--- config.mk ---
export PLATFORM = sky130hd
export DESIGN_NAME = ireg_bridge
export DESIGN_NICKNAME = d
export VERILOG_FILES = /design/src/rtl/ireg_bridge_pkg.sv /design/src/rtl/ireg_ctrl_regs.sv /design/src/rtl/ireg_access_seq.sv /design/src/rtl/ireg_irq_unit.sv /design/src/rtl/ireg_bridge.sv
export SDC_FILE = /design/constraint.sdc
export NUM_CORES = 1
export LEC_CHECK = 0
export CAP_MARGIN = 40
export CORE_MARGIN = 5
export CORE_UTILIZATION = 40
export DETAILED_ROUTE_END_ITERATION = 16
export PLACE_DENSITY = 0.92
export SLEW_MARGIN = 0
export SYNTH_ARGS = -nofsm -noshare
export SYNTH_HDL_FRONTEND = slang
export SYNTH_SLANG_ARGS = --single-unit
--- constraint.sdc ---
create_clock -name clk -period 1.4 [get_ports clk]
set_clock_uncertainty 0.05 [all_clocks]
set_input_delay 0.21 -clock clk [delete_from_list [all_inputs] [get_ports clk]]
set_output_delay 0.21 -clock clk [all_outputs]
set_load 0.05 [all_outputs]
--- src/rtl/ireg_bridge_pkg.sv ---
package ireg_bridge_pkg;

  localparam int HOST_AW = 3;
  localparam int IADDR_W = 8;
  localparam int IDATA_W = 8;
  localparam int NUM_IRQ = 2;
  localparam int IRQ_LSB = 1;

  localparam int CMD_WDATA_LSB = 8;
  localparam int CMD_WE_BIT    = 16;
  localparam int CMD_BUSY_BIT  = 23;
  localparam int CMD_RDATA_LSB = 24;

  typedef enum logic [HOST_AW-1:0] {
    WIN_CTRL   = 3'd0,
    WIN_CMD    = 3'd1,
    WIN_MASK   = 3'd2,
    WIN_CLEAR  = 3'd3,
    WIN_STATUS = 3'd4
  } win_sel_e;

  typedef enum logic [1:0] {
    CLK_OFF   = 2'd0,
    CLK_GATED = 2'd1,
    CLK_FREE  = 2'd2,
    CLK_RSVD  = 2'd3
  } clk_mode_e;

  typedef struct packed {
    logic               we;
    logic [IDATA_W-1:0] wdata;
    logic [IADDR_W-1:0] addr;
  } icmd_t;

  localparam logic [2:0] CTRL_RST_VAL = 3'b001;

endpackage

--- src/rtl/ireg_ctrl_regs.sv ---
module ireg_ctrl_regs
  import ireg_bridge_pkg::*;
(
  input  logic       clk,
  input  logic       rst_n,
  input  logic       wr_en,
  input  logic [2:0] wdata,
  output logic       srst,
  output clk_mode_e  mode
);

  logic [2:0] ctrl_q;
  logic [2:0] ctrl_n;

  always_comb begin
    ctrl_n = ctrl_q;
    if (wr_en) ctrl_n = wdata;
  end

  always_ff @(posedge clk or negedge rst_n) begin
    if (!rst_n) ctrl_q <= CTRL_RST_VAL;
    else        ctrl_q <= ctrl_n;
  end

  assign srst = ctrl_q[0];
  assign mode = clk_mode_e'(ctrl_q[2:1]);

endmodule

--- src/rtl/ireg_access_seq.sv ---
module ireg_access_seq
  import ireg_bridge_pkg::*;
#(
  parameter int ACCESS_TICKS = 4
) (
  input  logic               clk,
  input  logic               rst_n,
  input  logic               srst,
  input  logic               start_req,
  input  icmd_t              cmd_in,
  input  logic               slow_tick,
  input  logic [IDATA_W-1:0] int_rdata,
  output logic               busy,
  output icmd_t              cmd_q,
  output logic [IDATA_W-1:0] rd_q,
  output logic               int_we,
  output logic               int_re
);

  localparam int CNT_W = (ACCESS_TICKS > 1) ? $clog2(ACCESS_TICKS) : 1;
  localparam logic [CNT_W-1:0] CNT_LAST = CNT_W'(ACCESS_TICKS - 1);

  logic               busy_q, busy_n;
  logic [CNT_W-1:0]   cnt_q, cnt_n;
  icmd_t              cmd_n;
  logic [IDATA_W-1:0] rd_n;
  logic               accept;
  logic               fire;

  assign accept = start_req & ~busy_q & ~srst;
  assign fire   = busy_q & slow_tick & ~srst & (cnt_q == CNT_LAST);

  always_comb begin
    busy_n = busy_q;
    cnt_n  = cnt_q;
    cmd_n  = cmd_q;
    rd_n   = rd_q;
    if (srst) begin
      busy_n = 1'b0;
      cnt_n  = '0;
      rd_n   = '0;
    end else if (accept) begin
      busy_n = 1'b1;
      cnt_n  = '0;
      cmd_n  = cmd_in;
    end else if (busy_q && slow_tick) begin
      if (fire) begin
        busy_n = 1'b0;
        cnt_n  = '0;
        if (!cmd_q.we) rd_n = int_rdata;
      end else begin
        cnt_n = cnt_q + 1'b1;
      end
    end
  end

  always_ff @(posedge clk or negedge rst_n) begin
    if (!rst_n) begin
      busy_q <= 1'b0;
      cnt_q  <= '0;
      cmd_q  <= '0;
      rd_q   <= '0;
    end else begin
      busy_q <= busy_n;
      cnt_q  <= cnt_n;
      cmd_q  <= cmd_n;
      rd_q   <= rd_n;
    end
  end

  assign busy   = busy_q;
  assign int_we = fire & cmd_q.we;
  assign int_re = fire & ~cmd_q.we;

endmodule

--- src/rtl/ireg_irq_unit.sv ---
module ireg_irq_unit
  import ireg_bridge_pkg::*;
#(
  parameter int NSRC = NUM_IRQ
) (
  input  logic            clk,
  input  logic            rst_n,
  input  logic [NSRC-1:0] ev,
  input  logic            mask_wr,
  input  logic            clr_wr,
  input  logic [NSRC-1:0] wsrc,
  output logic [NSRC-1:0] mask_q,
  output logic [NSRC-1:0] stat_q,
  output logic            irq
);

  for (genvar g = 0; g < NSRC; g++) begin : g_src
    logic mask_n;
    logic stat_n;

    always_comb begin
      mask_n = mask_q[g];
      if (mask_wr) mask_n = wsrc[g];
    end

    always_comb begin
      stat_n = stat_q[g];
      if (clr_wr && wsrc[g]) stat_n = 1'b0;
      if (ev[g])             stat_n = 1'b1;
    end

    always_ff @(posedge clk or negedge rst_n) begin
      if (!rst_n) begin
        mask_q[g] <= 1'b0;
        stat_q[g] <= 1'b0;
      end else begin
        mask_q[g] <= mask_n;
        stat_q[g] <= stat_n;
      end
    end
  end

  assign irq = |(stat_q & mask_q);

endmodule

--- src/rtl/ireg_bridge.sv ---
module ireg_bridge
  import ireg_bridge_pkg::*;
#(
  parameter int ACCESS_TICKS = 4
) (
  input  logic                clk,
  input  logic                rst_n,
  input  logic                host_wr,
  input  logic [HOST_AW-1:0]  host_addr,
  input  logic [31:0]         host_wdata,
  output logic [31:0]         host_rdata,
  input  logic                slow_tick,
  output logic                int_we,
  output logic                int_re,
  output logic [IADDR_W-1:0]  int_addr,
  output logic [IDATA_W-1:0]  int_wdata,
  input  logic [IDATA_W-1:0]  int_rdata,
  input  logic                ev_tx,
  input  logic                ev_rx,
  output logic                irq,
  output logic                eng_srst,
  output logic [1:0]          clk_mode,
  output logic                eng_clk_on
);

  logic rs_q1, rs_q2;
  logic rst_ni;

  always_ff @(posedge clk or negedge rst_n) begin
    if (!rst_n) begin
      rs_q1 <= 1'b0;
      rs_q2 <= 1'b0;
    end else begin
      rs_q1 <= 1'b1;
      rs_q2 <= rs_q1;
    end
  end
  assign rst_ni = rs_q2;

  logic wr_ctrl, wr_cmd, wr_mask, wr_clear;
  assign wr_ctrl  = host_wr & (host_addr == WIN_CTRL);
  assign wr_cmd   = host_wr & (host_addr == WIN_CMD);
  assign wr_mask  = host_wr & (host_addr == WIN_MASK);
  assign wr_clear = host_wr & (host_addr == WIN_CLEAR);

  logic      ctrl_srst;
  clk_mode_e ctrl_mode;

  ireg_ctrl_regs u_ctrl (
    .clk   (clk),
    .rst_n (rst_ni),
    .wr_en (wr_ctrl),
    .wdata (host_wdata[2:0]),
    .srst  (ctrl_srst),
    .mode  (ctrl_mode)
  );

  icmd_t              cmd_in;
  icmd_t              cmd_q;
  logic               acc_busy;
  logic [IDATA_W-1:0] rd_q;

  always_comb begin
    cmd_in.addr  = host_wdata[IADDR_W-1:0];
    cmd_in.wdata = host_wdata[CMD_WDATA_LSB +: IDATA_W];
    cmd_in.we    = host_wdata[CMD_WE_BIT];
  end

  ireg_access_seq #(.ACCESS_TICKS(ACCESS_TICKS)) u_seq (
    .clk       (clk),
    .rst_n     (rst_ni),
    .srst      (ctrl_srst),
    .start_req (wr_cmd),
    .cmd_in    (cmd_in),
    .slow_tick (slow_tick),
    .int_rdata (int_rdata),
    .busy      (acc_busy),
    .cmd_q     (cmd_q),
    .rd_q      (rd_q),
    .int_we    (int_we),
    .int_re    (int_re)
  );

  assign int_addr  = cmd_q.addr;
  assign int_wdata = cmd_q.wdata;

  logic [NUM_IRQ-1:0] mask_q;
  logic [NUM_IRQ-1:0] stat_q;

  ireg_irq_unit #(.NSRC(NUM_IRQ)) u_irq (
    .clk     (clk),
    .rst_n   (rst_ni),
    .ev      ({ev_rx, ev_tx}),
    .mask_wr (wr_mask),
    .clr_wr  (wr_clear),
    .wsrc    (host_wdata[IRQ_LSB +: NUM_IRQ]),
    .mask_q  (mask_q),
    .stat_q  (stat_q),
    .irq     (irq)
  );

  logic [31:0] cmd_word;
  always_comb begin
    cmd_word                                  = '0;
    cmd_word[IADDR_W-1:0]                     = cmd_q.addr;
    cmd_word[CMD_WDATA_LSB +: IDATA_W]        = cmd_q.wdata;
    cmd_word[CMD_WE_BIT]                      = cmd_q.we;
    cmd_word[CMD_BUSY_BIT]                    = acc_busy;
    cmd_word[CMD_RDATA_LSB +: IDATA_W]        = rd_q;
  end

  always_comb begin
    host_rdata = '0;
    case (host_addr)
      WIN_CTRL:   host_rdata[2:0] = {ctrl_mode, ctrl_srst};
      WIN_CMD:    host_rdata = cmd_word;
      WIN_MASK:   host_rdata[IRQ_LSB +: NUM_IRQ] = mask_q;
      WIN_STATUS: host_rdata[IRQ_LSB +: NUM_IRQ] = stat_q;
      default:    host_rdata = '0;
    endcase
  end

  assign eng_srst   = ctrl_srst;
  assign clk_mode   = ctrl_mode;
  assign eng_clk_on = (ctrl_mode == CLK_GATED) || (ctrl_mode == CLK_FREE);

  logic unused_wbits;
  assign unused_wbits = ^{host_wdata[31:CMD_WE_BIT+1]};

endmodule

==> results.ini <==
[grt]
grt.met3_usage = 0.05654
use_met1 = 0.2194
grt_pass1_vias = 1888
antenna_found_initial = 0
grt_pass1_wl_um = 9880
top_usage_layer = met2
grt_max_degree = 20
grt_usage = 0.2024
grtUsageMet2 = 0.3746
overflow = 0

[power]
seqPwrFrac = 0.298
swShare = 0.4066
pwr-share-clk = 0.137
pwr-share-comb = 0.565
intPower_uw = 3233
leakagePower_uw = 0.001792
netSwitchingPower_uw = 2215
p_per_area_nw_per_um2 = 1351
power_uw = 5448
ir_drop_uv = 882.3

[synthesis]
synth_top_area_frac = 0.4420
syn_inst = 180
synth-edff-count = 0
synth-seq-area-share = 0.4549
synth_top_cell_by_area = dfrtp_1
synthesis.area_um2 = 2038
synth.avg_cell_area_um2 = 11.32
synthFlopType = dfrtp_1
ys_warn_count = 0
ys_ff_latch = 37
synthTopCellsByArea = dfrtp_1 44%, mux2_4 13%, buf_4 8.1%
ys_types = 40
ys_async_sr_fraction = 1.000

[finish]
num_antenna_cells = 0
utilization = 0.7995
fin_nets = 337
layout-drive-gt1-share = 0.6493
layout_commonest_cell = buf_12
area_growth_pct = 97.79
mostFrequentLayoutCells = 50 x buf_12, 33 x buf_4, 33 x dfrtp_1, 30 x clkdlybuf4s50_1, 18 x and2_4
layout.cells.non_filler = 358

[floorplan]
row_count = 26
die_x_um = 81.38
dieArea_um2 = 6623
io_pins = 104
core_area_um2 = 5042
initial_utilization = 0.4042
die_h_um = 81.38

[cts]
cts_inserted_buffers = 5
clkTransAtPathRegs_ns = 0.07
cts_tree = done
clk_latency_ns = 0.29
clock-sinks = 37
htree_levels = 2
clockBufferDepth = 2
clockRootBuffer = clkbuf_8

[place]
dpl.cell_count = 333
routabilityCongestion = 0.8444
io_buffers = 82
place_hpwl_um = 4737

[routing]
first_pass_iters = 4
dr.first_iter.drc_count = 68
routed_wl_um = 6713
via_per_inst = 5.022
wl_per_cell_um = 18.75
ant_nets = 0
vias = 1798
detail_route.drc_violations = 0

[setup_path]
endpoint_kind = primary output
worstPathRequired_ns = 1.14
worst-setup-path-type = reg2out
arrival_ns = 1.41
cp_max_fo = 3
start_kind = flip-flop

[timing]
grt_setup_unrepaired = yes
fmax_mhz = 597.7
fin_crit_ns = 1.673
fin_ws_ns = -0.2731
setup-violations-final = 37
tns_ns = -5.227
hold_violations = 0
maxSlewViolCount = 0
period_share = 1.195

[run_status]
violations = setup timing
status = finished, violations left

[worst_hold_path]
worstHoldPathType = in2async

[job]
maxCapViolations = 0

-- metrics by stage --
stage,worst slack (ns),hold slack [ns],cell area (um2)
after floorplan,-0.2876,-0.1356,2170
after global placement,-0.4224,0.1532,3550
after detailed placement,-0.4555,0.1725,3550
after CTS,-0.2801,0.02618,3840
after global routing,-0.3551,0.01925,4031
final,-0.2731,0.02033,4031
-- critical path, stage by stage (launching register included) --
cell,delay [ns]
dfstp_4,0.49
nand4b_1,0.26
nor2_2,0.21
buf_12,0.16
-- per-layer routing --
layer  wire [um]  vias to the layer above
met4         170                        0
met1        2448                      905
li1            -                      809
met3         367                       16
met5           0                        -
met2        3726                       68
-- cells by family after synthesis --
logic type / share of synthesized area
DFF: 0.4549
and+or+nand+nor: 0.1756
other: 0.003685
adders and majority gates: 0.006138
muxes: 0.1621
buffers and inverters: 0.1154
AOI/OAI and AO/OA: 0.07797
xor gates and xnor gates: 0.004298
-- path summary, 6_finish.rpt --
kind | from | cells past startpoint | endpoint | slack [ns]
hold / removal | rst_n | 1 | rs_q1$_DFF_PN0_ | 0.02
min in group clk | rs_q1$_DFF_PN0_ | 0 | rs_q2$_DFF_PN0_ | 0.32
setup / recovery | u_ctrl.ctrl_q[0]$_DFFE_PN1P_ | 3 | int_re | -0.27
hold reg to reg | rs_q2$_DFF_PN0_ | 1 | u_seq.cmd_q[8]$_DFFE_PN0P_ | 0.19
max in group asynchronous | rs_q2$_DFF_PN0_ | 1 | u_ctrl.ctrl_q[0]$_DFFE_PN1P_ | 0.82
setup reg to reg | u_ctrl.ctrl_q[0]$_DFFE_PN1P_ | 5 | u_seq.cmd_q[4]$_DFFE_PN0P_ | -0.21
-- power groups by stage --
stage / Sequential [uW] / Combinational [uW] / Clock (uW)
finish: 1620 / 3080 / 744
global placement: 1610 / 2790 / 0
global route: 1650 / 3180 / 820
floorplan: 1540 / 1690 / 0
CTS: 1620 / 2980 / 749
detailed placement: 1630 / 2860 / 0
-- final cells by class --
class | instances | area, um2
clock inverter | 2 | 10.01
sequential | 37 | 934.6
clock buffer | 6 | 72.57
tap | 70 | 87.58
timing repair buffer | 127 | 1757
multi-input combinational | 114 | 1162
inverter | 2 | 7.507
fill | 271 | 1011
-- state kept, by name, summed over array words and instances (netlist names) --
name           cells
u_seq.cmd_q       17
u_irq.stat_q       2
u_irq.mask_q       2
u_ctrl.ctrl_q      3
u_seq.busy         1
rs_q2              1
rs_q1              1
u_seq.cnt_q        2
u_seq.rd_q         8
-- cells in the mapped netlist, types with 2 or more instances --
library cell  instances
nor2_1                4
nand4_1               2
nand2_1               5
buf_6                 3
buf_2                 2
a21o_1                2
conb_1                2
clkbuf_1              5
and2_1               23
a41o_1                2
nand3_1               9
mux2_2                4
mux2_4               17
buf_4                22
o21ai_0               9
mux2i_1               3
a21oi_1               8
dfrtp_1              36
-- what timing repair did --
item | CTS | global route
cloned | 2 | 1
resized for setup | 49 | 37
hold buffers | 0 | 0
buffers inserted | 10 | 7
pin swaps | 11 | 13
endpoints found under the setup margin | 63 | 53
No activity file was read; power rests on OpenSTA's default activity.
